--- src/rtl/vtg_pkg.sv ---
package vtg_pkg;

    typedef enum logic {
        STD_625 = 1'b0,
        STD_525 = 1'b1
    } vtg_std_e;

    typedef struct packed {
        logic href;
        logic vref;
        logic vact;
    } vtg_ref_t;

    localparam logic [3:0] VLEN_MIN = 4'd2;
    localparam logic [3:0] VLEN_MAX = 4'd9;

    function automatic int vtg_max(input int a, input int b);
        return (a > b) ? a : b;
    endfunction

    function automatic logic [3:0] vtg_vlen_clamp(input logic [3:0] req);
        if (req < VLEN_MIN)      return VLEN_MIN;
        else if (req > VLEN_MAX) return VLEN_MAX;
        else                     return req;
    endfunction

endpackage

--- src/rtl/vtg_line_ctr.sv ---
module vtg_line_ctr
    import vtg_pkg::*;
#(
    parameter int HW     = 10,
    parameter int LINE_A = 864,
    parameter int LINE_B = 858,
    parameter int HWIN   = 8
) (
    input  logic          clk,
    input  logic          rst,
    input  vtg_std_e      std,
    input  logic          sync_en,
    input  logic          line_stb,
    output logic [HW-1:0] h_cnt,
    output logic          line_adv
);

    logic [HW-1:0] ll_last;
    logic [HW-1:0] h_nxt;
    logic          near_start;
    logic          near_end;
    logic          accept;

    always_comb begin
        ll_last    = (std == STD_525) ? HW'(LINE_B - 1) : HW'(LINE_A - 1);
        near_start = (h_cnt <= HW'(HWIN));
        near_end   = (h_cnt >= ll_last - HW'(HWIN - 1));
        accept     = sync_en && line_stb && (near_start || near_end);
        if (accept) begin
            h_nxt    = HW'(1);
            line_adv = near_end;
        end else if (h_cnt >= ll_last) begin
            h_nxt    = '0;
            line_adv = 1'b1;
        end else begin
            h_nxt    = h_cnt + 1'b1;
            line_adv = 1'b0;
        end
    end

    always_ff @(posedge clk) begin
        if (rst) h_cnt <= '0;
        else     h_cnt <= h_nxt;
    end

    AST_LINE_WRAP: assert property (@(posedge clk) disable iff (rst)
        (!sync_en && h_cnt == ll_last) |=> (h_cnt == '0));

    AST_LOCK_RECENTER: assert property (@(posedge clk) disable iff (rst)
        (sync_en && line_stb && int'(h_cnt) <= HWIN) |=> (h_cnt == HW'(1)));

    AST_LOCK_REJECT: assert property (@(posedge clk) disable iff (rst)
        (line_stb && int'(h_cnt) > HWIN && int'(h_cnt) + HWIN < int'(ll_last))
        |=> (int'(h_cnt) == int'($past(h_cnt)) + 1));

endmodule

--- src/rtl/vtg_field_ctr.sv ---
module vtg_field_ctr
    import vtg_pkg::*;
#(
    parameter int VW    = 9,
    parameter int FLD_A = 313,
    parameter int FLD_B = 263,
    parameter int VWIN  = 4
) (
    input  logic          clk,
    input  logic          rst,
    input  vtg_std_e      std,
    input  logic          sync_en,
    input  logic          fld_stb,
    input  logic          line_adv,
    output logic [VW-1:0] v_cnt
);

    localparam int FLD_MAX = vtg_max(FLD_A, FLD_B);

    logic          odd;
    logic          pend;
    logic [VW-1:0] fl_last;
    logic          accept;
    logic          take;

    always_comb begin
        fl_last = ((std == STD_525) ? VW'(FLD_B - 1) : VW'(FLD_A - 1)) - VW'(odd);
        accept  = sync_en && fld_stb &&
                  ((v_cnt >= fl_last - VW'(VWIN - 1)) || (v_cnt < VW'(VWIN)));
        take    = line_adv && (pend || accept);
    end

    always_ff @(posedge clk) begin
        if (rst) begin
            v_cnt <= '0;
            odd   <= 1'b0;
            pend  <= 1'b0;
        end else begin
            if (line_adv) begin
                pend <= 1'b0;
                if (take) begin
                    v_cnt <= '0;
                    if (v_cnt >= VW'(VWIN)) odd <= ~odd;
                end else if (v_cnt >= fl_last) begin
                    v_cnt <= '0;
                    odd   <= ~odd;
                end else begin
                    v_cnt <= v_cnt + 1'b1;
                end
            end else if (accept) begin
                pend <= 1'b1;
            end
        end
    end

    AST_FIELD_BOUND: assert property (@(posedge clk) disable iff (rst)
        int'(v_cnt) < FLD_MAX);

    AST_FIELD_TAKE: assert property (@(posedge clk) disable iff (rst)
        (line_adv && pend) |=> (v_cnt == '0));

    AST_LINE_HOLD: assert property (@(posedge clk) disable iff (rst)
        (!line_adv) |=> $stable(v_cnt));

endmodule

--- src/rtl/vtg_out_shape.sv ---
module vtg_out_shape
    import vtg_pkg::*;
#(
    parameter int HW        = 10,
    parameter int VW        = 9,
    parameter int HGAP      = 64,
    parameter int ACT_FIRST = 22,
    parameter int ACT_A     = 288,
    parameter int ACT_B     = 240
) (
    input  logic          clk,
    input  logic          rst,
    input  vtg_std_e      std,
    input  logic [HW-1:0] h_cnt,
    input  logic [VW-1:0] v_cnt,
    input  logic [3:0]    vlen,
    input  logic          hpol,
    input  logic          vpol,
    output logic          href_o,
    output logic          vref_o,
    output logic          vact_o
);

    localparam logic [VW-1:0] ACT_LO   = VW'(ACT_FIRST);
    localparam logic [VW-1:0] ACT_HI_A = VW'(ACT_FIRST + ACT_A);
    localparam logic [VW-1:0] ACT_HI_B = VW'(ACT_FIRST + ACT_B);

    vtg_ref_t      act_d;
    vtg_ref_t      act_q;
    logic [1:0]    pol_q;
    logic [3:0]    vl;
    logic [VW-1:0] act_hi;

    always_comb begin
        vl         = vtg_vlen_clamp(vlen);
        act_hi     = (std == STD_525) ? ACT_HI_B : ACT_HI_A;
        act_d.href = (h_cnt >= HW'(HGAP));
        act_d.vref = (v_cnt < VW'(vl));
        act_d.vact = act_d.href && (v_cnt >= ACT_LO) && (v_cnt < act_hi);
    end

    always_ff @(posedge clk) begin
        if (rst) begin
            act_q <= '0;
            pol_q <= '0;
        end else begin
            act_q <= act_d;
            pol_q <= {hpol, vpol};
        end
    end

    assign href_o = act_q.href ^ pol_q[1];
    assign vref_o = act_q.vref ^ pol_q[0];
    assign vact_o = act_q.vact;

    AST_VACT_WINDOW: assert property (@(posedge clk) disable iff (rst)
        act_q.vact |-> (int'($past(h_cnt)) >= HGAP && int'($past(v_cnt)) >= ACT_FIRST));

    AST_VREF_CEIL: assert property (@(posedge clk) disable iff (rst)
        act_q.vref |-> (int'($past(v_cnt)) < 9));

    AST_VREF_FLOOR: assert property (@(posedge clk) disable iff (rst)
        (!$past(rst) && int'($past(v_cnt)) < 2) |-> act_q.vref);

endmodule

--- src/rtl/vtg_timing_gen.sv ---
module vtg_timing_gen
    import vtg_pkg::*;
#(
    parameter int LINE_A    = 864,
    parameter int LINE_B    = 858,
    parameter int FLD_A     = 313,
    parameter int FLD_B     = 263,
    parameter int HGAP      = 64,
    parameter int ACT_FIRST = 22,
    parameter int ACT_A     = 288,
    parameter int ACT_B     = 240,
    parameter int HWIN      = 8,
    parameter int VWIN      = 4
) (
    input  logic       clk,
    input  logic       rst,
    input  logic       std_sel,
    input  logic       sync_en,
    input  logic       line_stb,
    input  logic       fld_stb,
    input  logic [3:0] vlen,
    input  logic       hpol,
    input  logic       vpol,
    output logic       href,
    output logic       vref,
    output logic       vact
);

    localparam int HW = $clog2(vtg_max(LINE_A, LINE_B));
    localparam int VW = vtg_max($clog2(vtg_max(FLD_A, FLD_B)), 4);

    vtg_std_e      std;
    logic [HW-1:0] h_cnt;
    logic [VW-1:0] v_cnt;
    logic          line_adv;

    assign std = vtg_std_e'(std_sel);

    vtg_line_ctr #(
        .HW(HW), .LINE_A(LINE_A), .LINE_B(LINE_B), .HWIN(HWIN)
    ) u_line (
        .clk(clk), .rst(rst), .std(std), .sync_en(sync_en),
        .line_stb(line_stb), .h_cnt(h_cnt), .line_adv(line_adv)
    );

    vtg_field_ctr #(
        .VW(VW), .FLD_A(FLD_A), .FLD_B(FLD_B), .VWIN(VWIN)
    ) u_field (
        .clk(clk), .rst(rst), .std(std), .sync_en(sync_en),
        .fld_stb(fld_stb), .line_adv(line_adv), .v_cnt(v_cnt)
    );

    vtg_out_shape #(
        .HW(HW), .VW(VW), .HGAP(HGAP), .ACT_FIRST(ACT_FIRST),
        .ACT_A(ACT_A), .ACT_B(ACT_B)
    ) u_shape (
        .clk(clk), .rst(rst), .std(std), .h_cnt(h_cnt), .v_cnt(v_cnt),
        .vlen(vlen), .hpol(hpol), .vpol(vpol),
        .href_o(href), .vref_o(vref), .vact_o(vact)
    );

    AST_RESET_QUIET: assert property (@(posedge clk)
        $past(rst) |-> (!href && !vref && !vact));

endmodule

--- config.mk ---
export PLATFORM = sky130hd
export DESIGN_NAME = vtg_timing_gen
export DESIGN_NICKNAME = d
export VERILOG_FILES = /design/src/rtl/vtg_pkg.sv /design/src/rtl/vtg_line_ctr.sv /design/src/rtl/vtg_field_ctr.sv /design/src/rtl/vtg_out_shape.sv /design/src/rtl/vtg_timing_gen.sv
export SDC_FILE = /design/constraint.sdc
export NUM_CORES = 1
export LEC_CHECK = 0
export BUFFER_PORTS_ARGS = -buffer_cell sky130_fd_sc_hd__buf_2
export CORE_ASPECT_RATIO = 0.7
export CORE_MARGIN = 2
export CORE_UTILIZATION = 60
export CTS_CLUSTER_DIAMETER = 40
export DETAILED_ROUTE_END_ITERATION = 8
export PLACE_DENSITY_LB_ADDON = 0.08
export SYNTH_ARGS = -nofsm -noshare
export SYNTH_HDL_FRONTEND = slang
export SYNTH_SLANG_ARGS = --single-unit
--- constraint.sdc ---
create_clock -name clk -period 4.3 [get_ports clk]
set_input_delay 0.215 -clock clk [delete_from_list [all_inputs] [get_ports clk]]
set_output_delay 0.215 -clock clk [all_outputs]
set_load 0.02 [all_outputs]
# == Yosys cells after proc, flatten, opt, wreduce, memory -nomap -nowiden ==
# Index checks and enable logic that the tools add are counted.
# totals
romBits,0
out_inout_bits,3
regBits,26
memories,0
ramBits,0
input_bits,12
latchBits,0
# op_classes
n_addsub,5
order_cmp,13
muxes,14
n_bitwise,3
n_mul,0
eq_ne,1
reduce_logical,14
n_div,0
n_shift,0
# ops
cell,n
$ge A10 B10 Y1,2
$ge A9 B9 Y1,2
$mux W9,2
$mux W6,2
$add A10 B1 Y10 const B,1
$ge A10 B7 Y1 const B,1
$le A10 B4 Y1 const B,1
$sub A10 B3 Y10 const B,1
$add A9 B1 Y9 const B,1
$ge A9 B3 Y1 const B,1
$ge A9 B5 Y1 const B,1
$lt A9 B3 Y1 const B,1
$lt A9 B4 Y1,1
$lt A9 B9 Y1,1
$sub A9 B1 Y9,1
$sub A9 B2 Y9 const B,1
$mux W4,2
$logic_and A1 B1 Y1,7
$mux W1,7
$gt A4 B4 Y1 const B,1
$lt A4 B2 Y1 const B,1
$logic_or A1 B1 Y1,3
$mux W3,1
$reduce_and A3 Y1,1
other kinds (6),7

# == Logic depth before layout (Yosys ltp) ==
# Gate-level depths: netlist (run 1).
# logic_depth
word_depth,10
ltp_mapped,11
ltp_nobuf,11

# == Modules after synthesis ==
# A second synthesis (run 1) with hierarchy kept.
# unflattened
hier_cells,226
area_unflattened_um2,1995.7
# modules_own_cells
mod,cells_per_inst,area_each_um2,seq_area_each_um2,n_inst
vtg_field_ctr,111,953.4,220.2,1
vtg_line_ctr,78,709.4,200.2,1
vtg_out_shape,37,332.8,100.1,1

# == Least setup slack after synthesis (run 1) ==
# No wires, ideal clock.
# synth_timing
path_type,register to register
start,reg u_field.odd
end,reg u_field.odd
setup_time_ns,0.070
t_arrival_ns,2.490
t_required_ns,4.230
slack_ns,1.740
path_buffers,0
path_stages_with_launch,11
synth_period_minus_slack_ns,2.560
path_cell_list,dfxtp_1 -> inv_1 -> ha_1 -> xnor2_1 -> ha_1 -> o211ai_1 -> a31o_1 -> a311oi_1 -> a2111oi_2 -> or4_1 -> a21oi_1
# synth_via
elab_chain_len,9
# synth_rtl
element,line_no,source
start: declaration,vtg_field_ctr.sv:20,logic odd;
start signal: assignment,vtg_field_ctr.sv:43,if (v_cnt >= VW'(VWIN)) odd <= ~odd;
start signal: assignment,vtg_field_ctr.sv:46,odd <= ~odd;
$sub A9 B1 Y9,vtg_field_ctr.sv:27,fl_last = ((std == STD_525) ? VW'(FLD_B - 1) : VW'(FLD_A - 1)) - VW'(odd);
$sub A9 B2 Y9,vtg_field_ctr.sv:29,((v_cnt >= fl_last - VW'(VWIN - 1)) || (v_cnt < VW'(VWIN)));
$ge A9 B9 Y1,vtg_field_ctr.sv:29,
$logic_or A1 B1 Y1,vtg_field_ctr.sv:29,
$logic_and A1 B1 Y1,vtg_field_ctr.sv:28,accept = sync_en && fld_stb &&
$logic_or A1 B1 Y1,vtg_field_ctr.sv:30,take = line_adv && (pend || accept);
$logic_and A1 B1 Y1,vtg_field_ctr.sv:30,
$ne A2 B2 Y1 (no line) or $reduce_bool A2 Y1 (tied branches),-,
$reduce_and A3 Y1 (no line),-,
# Several ways; a longest one is shown, not always the timed one. The select of a mux whose other input is x is not followed.
# A chain may end at the register's enable or synchronous reset.

# == Final worst setup path (run 1) ==
# layout_timing
start,reg u_field.odd
end,reg u_field.v_cnt[7]
# layout_via
elab_chain_len,8
# layout_rtl
element,line_no,source
$sub A9 B1 Y9 (*),vtg_field_ctr.sv:27,
$sub A9 B2 Y9,vtg_field_ctr.sv:29,
$ge A9 B9 Y1,vtg_field_ctr.sv:29,
$logic_or A1 B1 Y1,vtg_field_ctr.sv:29,
$logic_and A1 B1 Y1,vtg_field_ctr.sv:28,
$logic_or A1 B1 Y1,vtg_field_ctr.sv:30,
$logic_and A1 B1 Y1,vtg_field_ctr.sv:30,
$mux W9 (*),vtg_field_ctr.sv:41,if (take) begin
end signal: assignment,vtg_field_ctr.sv:48,v_cnt <= v_cnt + 1'b1;
end: declaration,vtg_field_ctr.sv:15,output logic [VW-1:0] v_cnt
# Mark *: on every way between the ends. The rest lies on a longest branch, timed or not.

==> results of run 1 <==
==> worst max path at each step <==
| stage | cells after the start | startpoint | end | slack [ps] |
|---|---|---|---|---|
| 5_1_grt | 10 | u_field.odd | u_field.v_cnt[7] | 1170 |
| 2_1_floorplan | 10 | u_field.odd | u_field.odd | 1740 |
| 3_3_place_gp | 11 | std_sel | u_field.v_cnt[2] | 1590 |
| 3_5_place_dp | 10 | u_field.odd | u_field.v_cnt[7] | 1470 |
| 4_1_cts | 10 | u_field.odd | u_field.v_cnt[7] | 1440 |
| 6_report | 10 | u_field.odd | u_field.v_cnt[7] | 1390 |
==> per-stage QoR <==
stage | util, % | instances
after CTS | 67.8 | 257
after detailed placement | 65.2 | 253
after floorplan | - | 208
after global placement | 65.2 | 253
final | 67.8 | 257
after global routing | 67.8 | 257
==> final cells by class <==
class,instances,area (µm²)
multi-input combinational,161,1120
fill,239,896
sequential,26,520
timing repair buffer,14,70.1
inverter,16,60.1
tap,36,45.0
clock buffer,3,41.3
clock inverter,1,30.0
==> cells in the final DEF, fill, tap and decap left out, drive strengths merged, types with 3 or more instances in the layout <==
cell,instances
dfxtp,26
ha,25
nor2,18
inv,16
a21oi,15
nand2,14
buf,14
nand3,13
xor2,9
o21ai,8
xnor2,7
nor2b,5
nor3,5
nand4,3
nand2b,3
and3,3
or4,3
clkbuf,3
==> routing by layer <==
metal | vias up | global-route usage [%] | share of wire [%]
met4 | 0 | 6.00 | 0.41
met1 | 732 | 38.0 | 48
met5 | - | 0 | 0
li1 | 769 | - | -
met3 | 3 | 6.00 | 5.8
met2 | 45 | 44.3 | 46
==> flip-flops by register name (all words and copies together), names as in the netlist <==
signal / cells
u_field.pend: 1
u_field.v_cnt: 9
u_shape.vact_o: 1
u_field.odd: 1
u_line.h_cnt: 10
u_shape.act_q: 2
u_shape.pol_q: 2
==> power groups by stage <==
stage          clock network [W]   logic, W  registers (W)
2_1_floorplan                  0  0.0000313       0.000253
3_3_place_gp                   0  0.0000436       0.000255
3_5_place_dp                   0  0.0000461       0.000255
4_1_cts                 0.000210  0.0000466       0.000249
5_1_grt                 0.000220  0.0000535       0.000250
6_report                0.000204  0.0000465       0.000250
==> critical path: stages, from the launching register on <==
cell and delay (ps):
dfxtp_1 450, inv_1 120, ha_1 330, xnor2_1 140
ha_1 280, o211ai_1 90, a31o_1 190, a311oi_1 390
a2111oi_2 140, o21bai_1 520, nor2_1 130
==> cells by family (layout without fill, tap and decap cells) <==
family          count (synthesis)  count (layout)  share of synthesized area, %
xor+xnor                       16              16                          8.08
fa+ha+maj                      25              25                          18.0
buf+inv                        21              34                          5.41
other cells                     1               1                         0.216
flops                          26              26                          30.0
compound gates                 46              46                          17.5
simple gates                   73              73                          20.8
==> impl_metrics.ini, run 1 <==
[logic_synthesis]
netlist.area_leader.share_pct = 30.0
yosysWarnings = 0
synth_seq_area_share_pct = 30.0
synth_edf_count = 0
synth_seq_cells = 26
yosysTopAreaCell = dfxtp_1
synth.avg_cell_area_um2 = 8.34
ys_types = 40
syn_nets = 245
ys_top_cells_by_area = dfxtp_1 30%, ha_1 18%, xor2_1 4.5%, a21oi_1 4.3%, nor2_1 3.9%
synthArstFlopShare_pct = 0
synthesis.area_mm2 = 0.00173
synthTopCellsByCount = 26 x dfxtp_1, 25 x ha_1, 18 x nor2_1, 16 x inv_1, 15 x a21oi_1
netlist_instances = 208
ys.flop_type = dfxtp_1
yosysMostFrequentCell = dfxtp_1

[routing]
via_per_inst = 6.03
post_drt_wl_per_cell_um = 15.3
wl_um = 3930
vias = 1549
remaining_drc_errors = 0
ant_nets = 0
firstDrtPassIters = 4
drtIter0Drc = 112

[sta]
grt_setup_unrepaired = false
hold_viol = 0
finalWorstSetupSlack_ps = 1390
report.final.slew_viol_count = 0
slew_headroom_pct = 56.2
finalSetupViolations = 0
tns_ps = 0
worst_pin_slew_ps = 650
fin_crit_sh_pct = 67.7
skew_ps = 3.15
fin_hold_ws_ps = 142
fin_crit_ps = 2910
fmax_mhz = 344

[clocking]
hold_buffers = 0
clk_pin_slew_worst_paths_ps = 90
clock_sinks = 26
cts_buffer_depth = 2
cts_resized = 0
clock_latency_ps = 270
htree_levels = 1
cts.root.buffer_cell = clkbuf_8
cts-buffers-inserted = 3
cts_setup_buffers = 0
cts_tree = yes

[placement]
place_hpwl_um = 3000
gp_congestion = 0.884
port_buffers = 14
placed_cell_area_mm2 = 0.00182
post-place-ws_ps = 1470

[global_routing]
antenna_found_initial = 0
globalRouteOverflowTotal = 0
grt_pass1_wl_um = 6990
grt_pass1_vias = 1602
grt_usage_pct = 27.7
grt_max_degree = 16

[power_and_ir_drop]
p_seq_share_pct = 49.9
p_total_w = 0.000500
ir_drop_mv = 0.172
pwr-share-clk_pct = 40.8
p_per_area_mw_per_mm2 = 265
internal_power_w = 0.000389
p_sw_share_pct = 22.2
combPwrFrac_pct = 9.3
cellLeakagePower_nw = 0.815
power.switching_w = 0.000111

[setup_path]
r2r_end = u_field.v_cnt[7]
r2r-start = u_field.odd
r2r_slack_ps = 1390
critPathMaxFanout = 8
endpoint_kind = flop
r2r_cells = 10
worstSetupPathType = flop to flop
critPathRequiredTime_ps = 4440
start_kind = flop
cp.arrival_ps = 3050

[floorplanning]
core_area_mm2 = 0.00278
start_util_pct = 62.3
dieArea_mm2 = 0.00334
die_h_um = 49.0
die_x_um = 68.3
ioPinCount = 15
fp-row-count = 16

[hold_path]
worstHoldEndpoint = u_shape.pol_q[0]
hold_start = vpol
holdCritPathClass = primary input to flop
min_path_cells = 2

[cells_and_area]
stdcell_area_mm2 = 0.00189
nNetsFinal = 259
drive_above_1_share_pct = 9.05
area_growth_pct = 8.80
antenna_cells = 0

[run_status]
status = completed

[job]
max-cap-violations = 0
Note: power is estimated with default switching activity, not from simulation.
==> run 2: changes to the inputs <==
- ABC_AREA: default -> 1
- clock period: 4.3 -> 3 ns (I/O delays scaled with it)
==> run 2 against run 1 <==
Global-route usage is 1.4 points lower; first-iteration DRC count is 26% higher; critical path type unchanged; non-clock buffer count is 1 higher; clock skew is 1.0 ps lower; flip-flop and latch count stayed put; maximum frequency is 20% higher; largest power group unchanged; hold slack worse by 65 ps.
==> impl_metrics.ini, run 2 <==
[run_status]
status = completed

[global_routing]
grt_pass1_wl_um = 7600
antenna_found_initial = 0
grt_pass1_vias = 1548
grt_max_degree = 15
globalRouteOverflowTotal = 0
grt_usage_pct = 26.3

[setup_path]
slowest_delay_ps = 450
worstSetupPathType = flop to flop
start_kind = flop
endpoint_kind = flop
critPathMaxFanout = 7
cp.arrival_ps = 2640
cp_slowest_cell = dfxtp_1
path_cells = inv_1 > ha_1 > nor2_1 > nand3_1 > ha_1 > nand2_1 > nand2_1 > a21oi_1 > nand3_1 > o21bai_2 > nand2_2 > o21ai_2 > nand2_2 > nor3_2
critPathRequiredTime_ps = 3210

[cells_and_area]
antenna_cells = 0
drive_above_1_share_pct = 14.6
largest_reg_flops = 10
layout_commonest_cell = nand2_1
largest-register = u_line.h_cnt
area_growth_pct = 8.32
stdcell_area_mm2 = 0.00215
most-common-layout-cells = 56 x nand2_1, 43 x inv_1, 42 x nor2_1
nNetsFinal = 347
largestRegisters = u_line.h_cnt (10), u_field.v_cnt (9)

[logic_synthesis]
synth.avg_cell_area_um2 = 6.80
yosysWarnings = 0
synthesis.area_mm2 = 0.00198
synthArstFlopShare_pct = 0
synth_edf_count = 0
synthTopCellsByCount = 56 x nand2_1, 43 x inv_1, 42 x nor2_1, 26 x dfxtp_1, 25 x ha_1
netlist_instances = 292
yosysTopAreaCell = dfxtp_1
synth_seq_area_share_pct = 26.2
ys_top_cells_by_area = dfxtp_1 26%, ha_1 16%, nand2_1 11%, inv_1 8.1%, nor2_1 7.9%
synth_seq_cells = 26
ys.flop_type = dfxtp_1
syn_nets = 329
netlist.area_leader.share_pct = 26.2
yosysMostFrequentCell = nand2_1
ys_types = 31

[sta]
fin_hold_ws_ps = 77.2
tns_ps = 0
grt_setup_unrepaired = false
skew_ps = 2.16
fin_crit_ps = 2430
finalSetupViolations = 0
hold_viol = 0
fin_crit_sh_pct = 81.1
finalWorstSetupSlack_ps = 566
report.final.slew_viol_count = 0
worst_pin_slew_ps = 585
slew_headroom_pct = 61.0
fmax_mhz = 411

[clocking]
cts.root.buffer_cell = clkbuf_8
cts_buffer_depth = 2
clock_latency_ps = 270
cts_setup_buffers = 0
cts_tree = yes
cts_resized = 0
clock_sinks = 26
clk_pin_slew_worst_paths_ps = 90
cts-buffers-inserted = 3
htree_levels = 1
hold_buffers = 0

[routing]
firstDrtPassIters = 4
post_drt_wl_per_cell_um = 12.6
wl_met2_um = 1530
remaining_drc_errors = 0
top_layer = met4
vias = 1777
wl_um = 4380
ant_nets = 0
met3_length_um = 388
wl_met1_um = 2450
drtIter0Drc = 141
via_per_inst = 5.12

[placement]
post-place-ws_ps = 591
placed_cell_area_mm2 = 0.00209
port_buffers = 14
gp_congestion = 0.969
place_hpwl_um = 3610

[power_and_ir_drop]
p_per_area_mw_per_mm2 = 306
cellLeakagePower_nw = 1.00
p_total_w = 0.000659
ir_drop_mv = 0.219

[floorplanning]
core_area_mm2 = 0.00315
start_util_pct = 63.0
die_h_um = 52.1
fp-row-count = 17
dieArea_mm2 = 0.00379
die_x_um = 72.7
ioPinCount = 15

[job]
max-cap-violations = 0

[hold_path]
holdCritPathClass = primary input to flop
## run 2: changes by cell type in the layout (fill, tap and decap cells not counted), moves of 5 or more
cell     delta
inv_1      +27
nand2_1    +42
nand2_2     +8
nor2_1     +24
nor2b_1     -5
nor3_1      +5
## run 2: layout make-up
class,instances,area (µm²)
timing repair buffer,15,77.6
fill,293,998
sequential,26,520
clock buffer,4,55.1
inverter,48,180
tap,38,47.5
multi-input combinational,216,1270
## run 2: final timing paths
check	end	from	depth (start not counted)	slack (ps)
setup reg to reg	u_field.v_cnt[7]	u_field.odd	14	570
hold reg to reg	u_field.v_cnt[0]	u_field.v_cnt[0]	2	520
hold / removal	u_shape.pol_q[1]	hpol	3	80
setup / recovery	u_field.v_cnt[7]	u_field.odd	14	570
## run 2: worst max-delay path, delay by kind of cell, from the launching register on
kind,cells,cell delay [ps]
AO/OA/AOI/OAI,3,400
adder cells (fa/ha/maj),2,530
flip-flops,1,450
buffers and inverters,1,120
AND/OR/NAND/NOR,8,860
## run 2: metal layers
| layer | track usage, % | vias up |
|---|---|---|
| met5 | 0 | - |
| met4 | 3.70 | 0 |
| met3 | 5.81 | 4 |
| met2 | 33.2 | 54 |
| met1 | 44.0 | 757 |
| li1 | - | 962 |
## run 2: metrics by stage
step,cells,utilization [%]
final,347,68.3
after global routing,347,68.3
after CTS,347,68.3
after detailed placement,343,66.5
after global placement,343,66.5
after floorplan,292,-
## run 2: logic make-up (layout without fill, tap and decap cells)
logic type | Yosys count | count (layout) | synth area share [%]
compound gates | 34 | 34 | 10.1
other cells | 1 | 1 | 0.189
flops | 26 | 26 | 26.2
buf+inv | 50 | 67 | 9.84
xor+xnor | 10 | 10 | 4.41
fa+ha+maj | 25 | 25 | 15.8
simple gates | 146 | 146 | 33.5
## run 2: power by group
| group | switching, W | leakage (nW) | internal [W] |
|---|---|---|---|
| clock network | 0.000108 | 0.0288 | 0.000117 |
| registers | 0.00000439 | 0.211 | 0.000351 |
| logic | 0.0000485 | 0.764 | 0.0000294 |
| total | 0.000161 | 1.00 | 0.000498 |
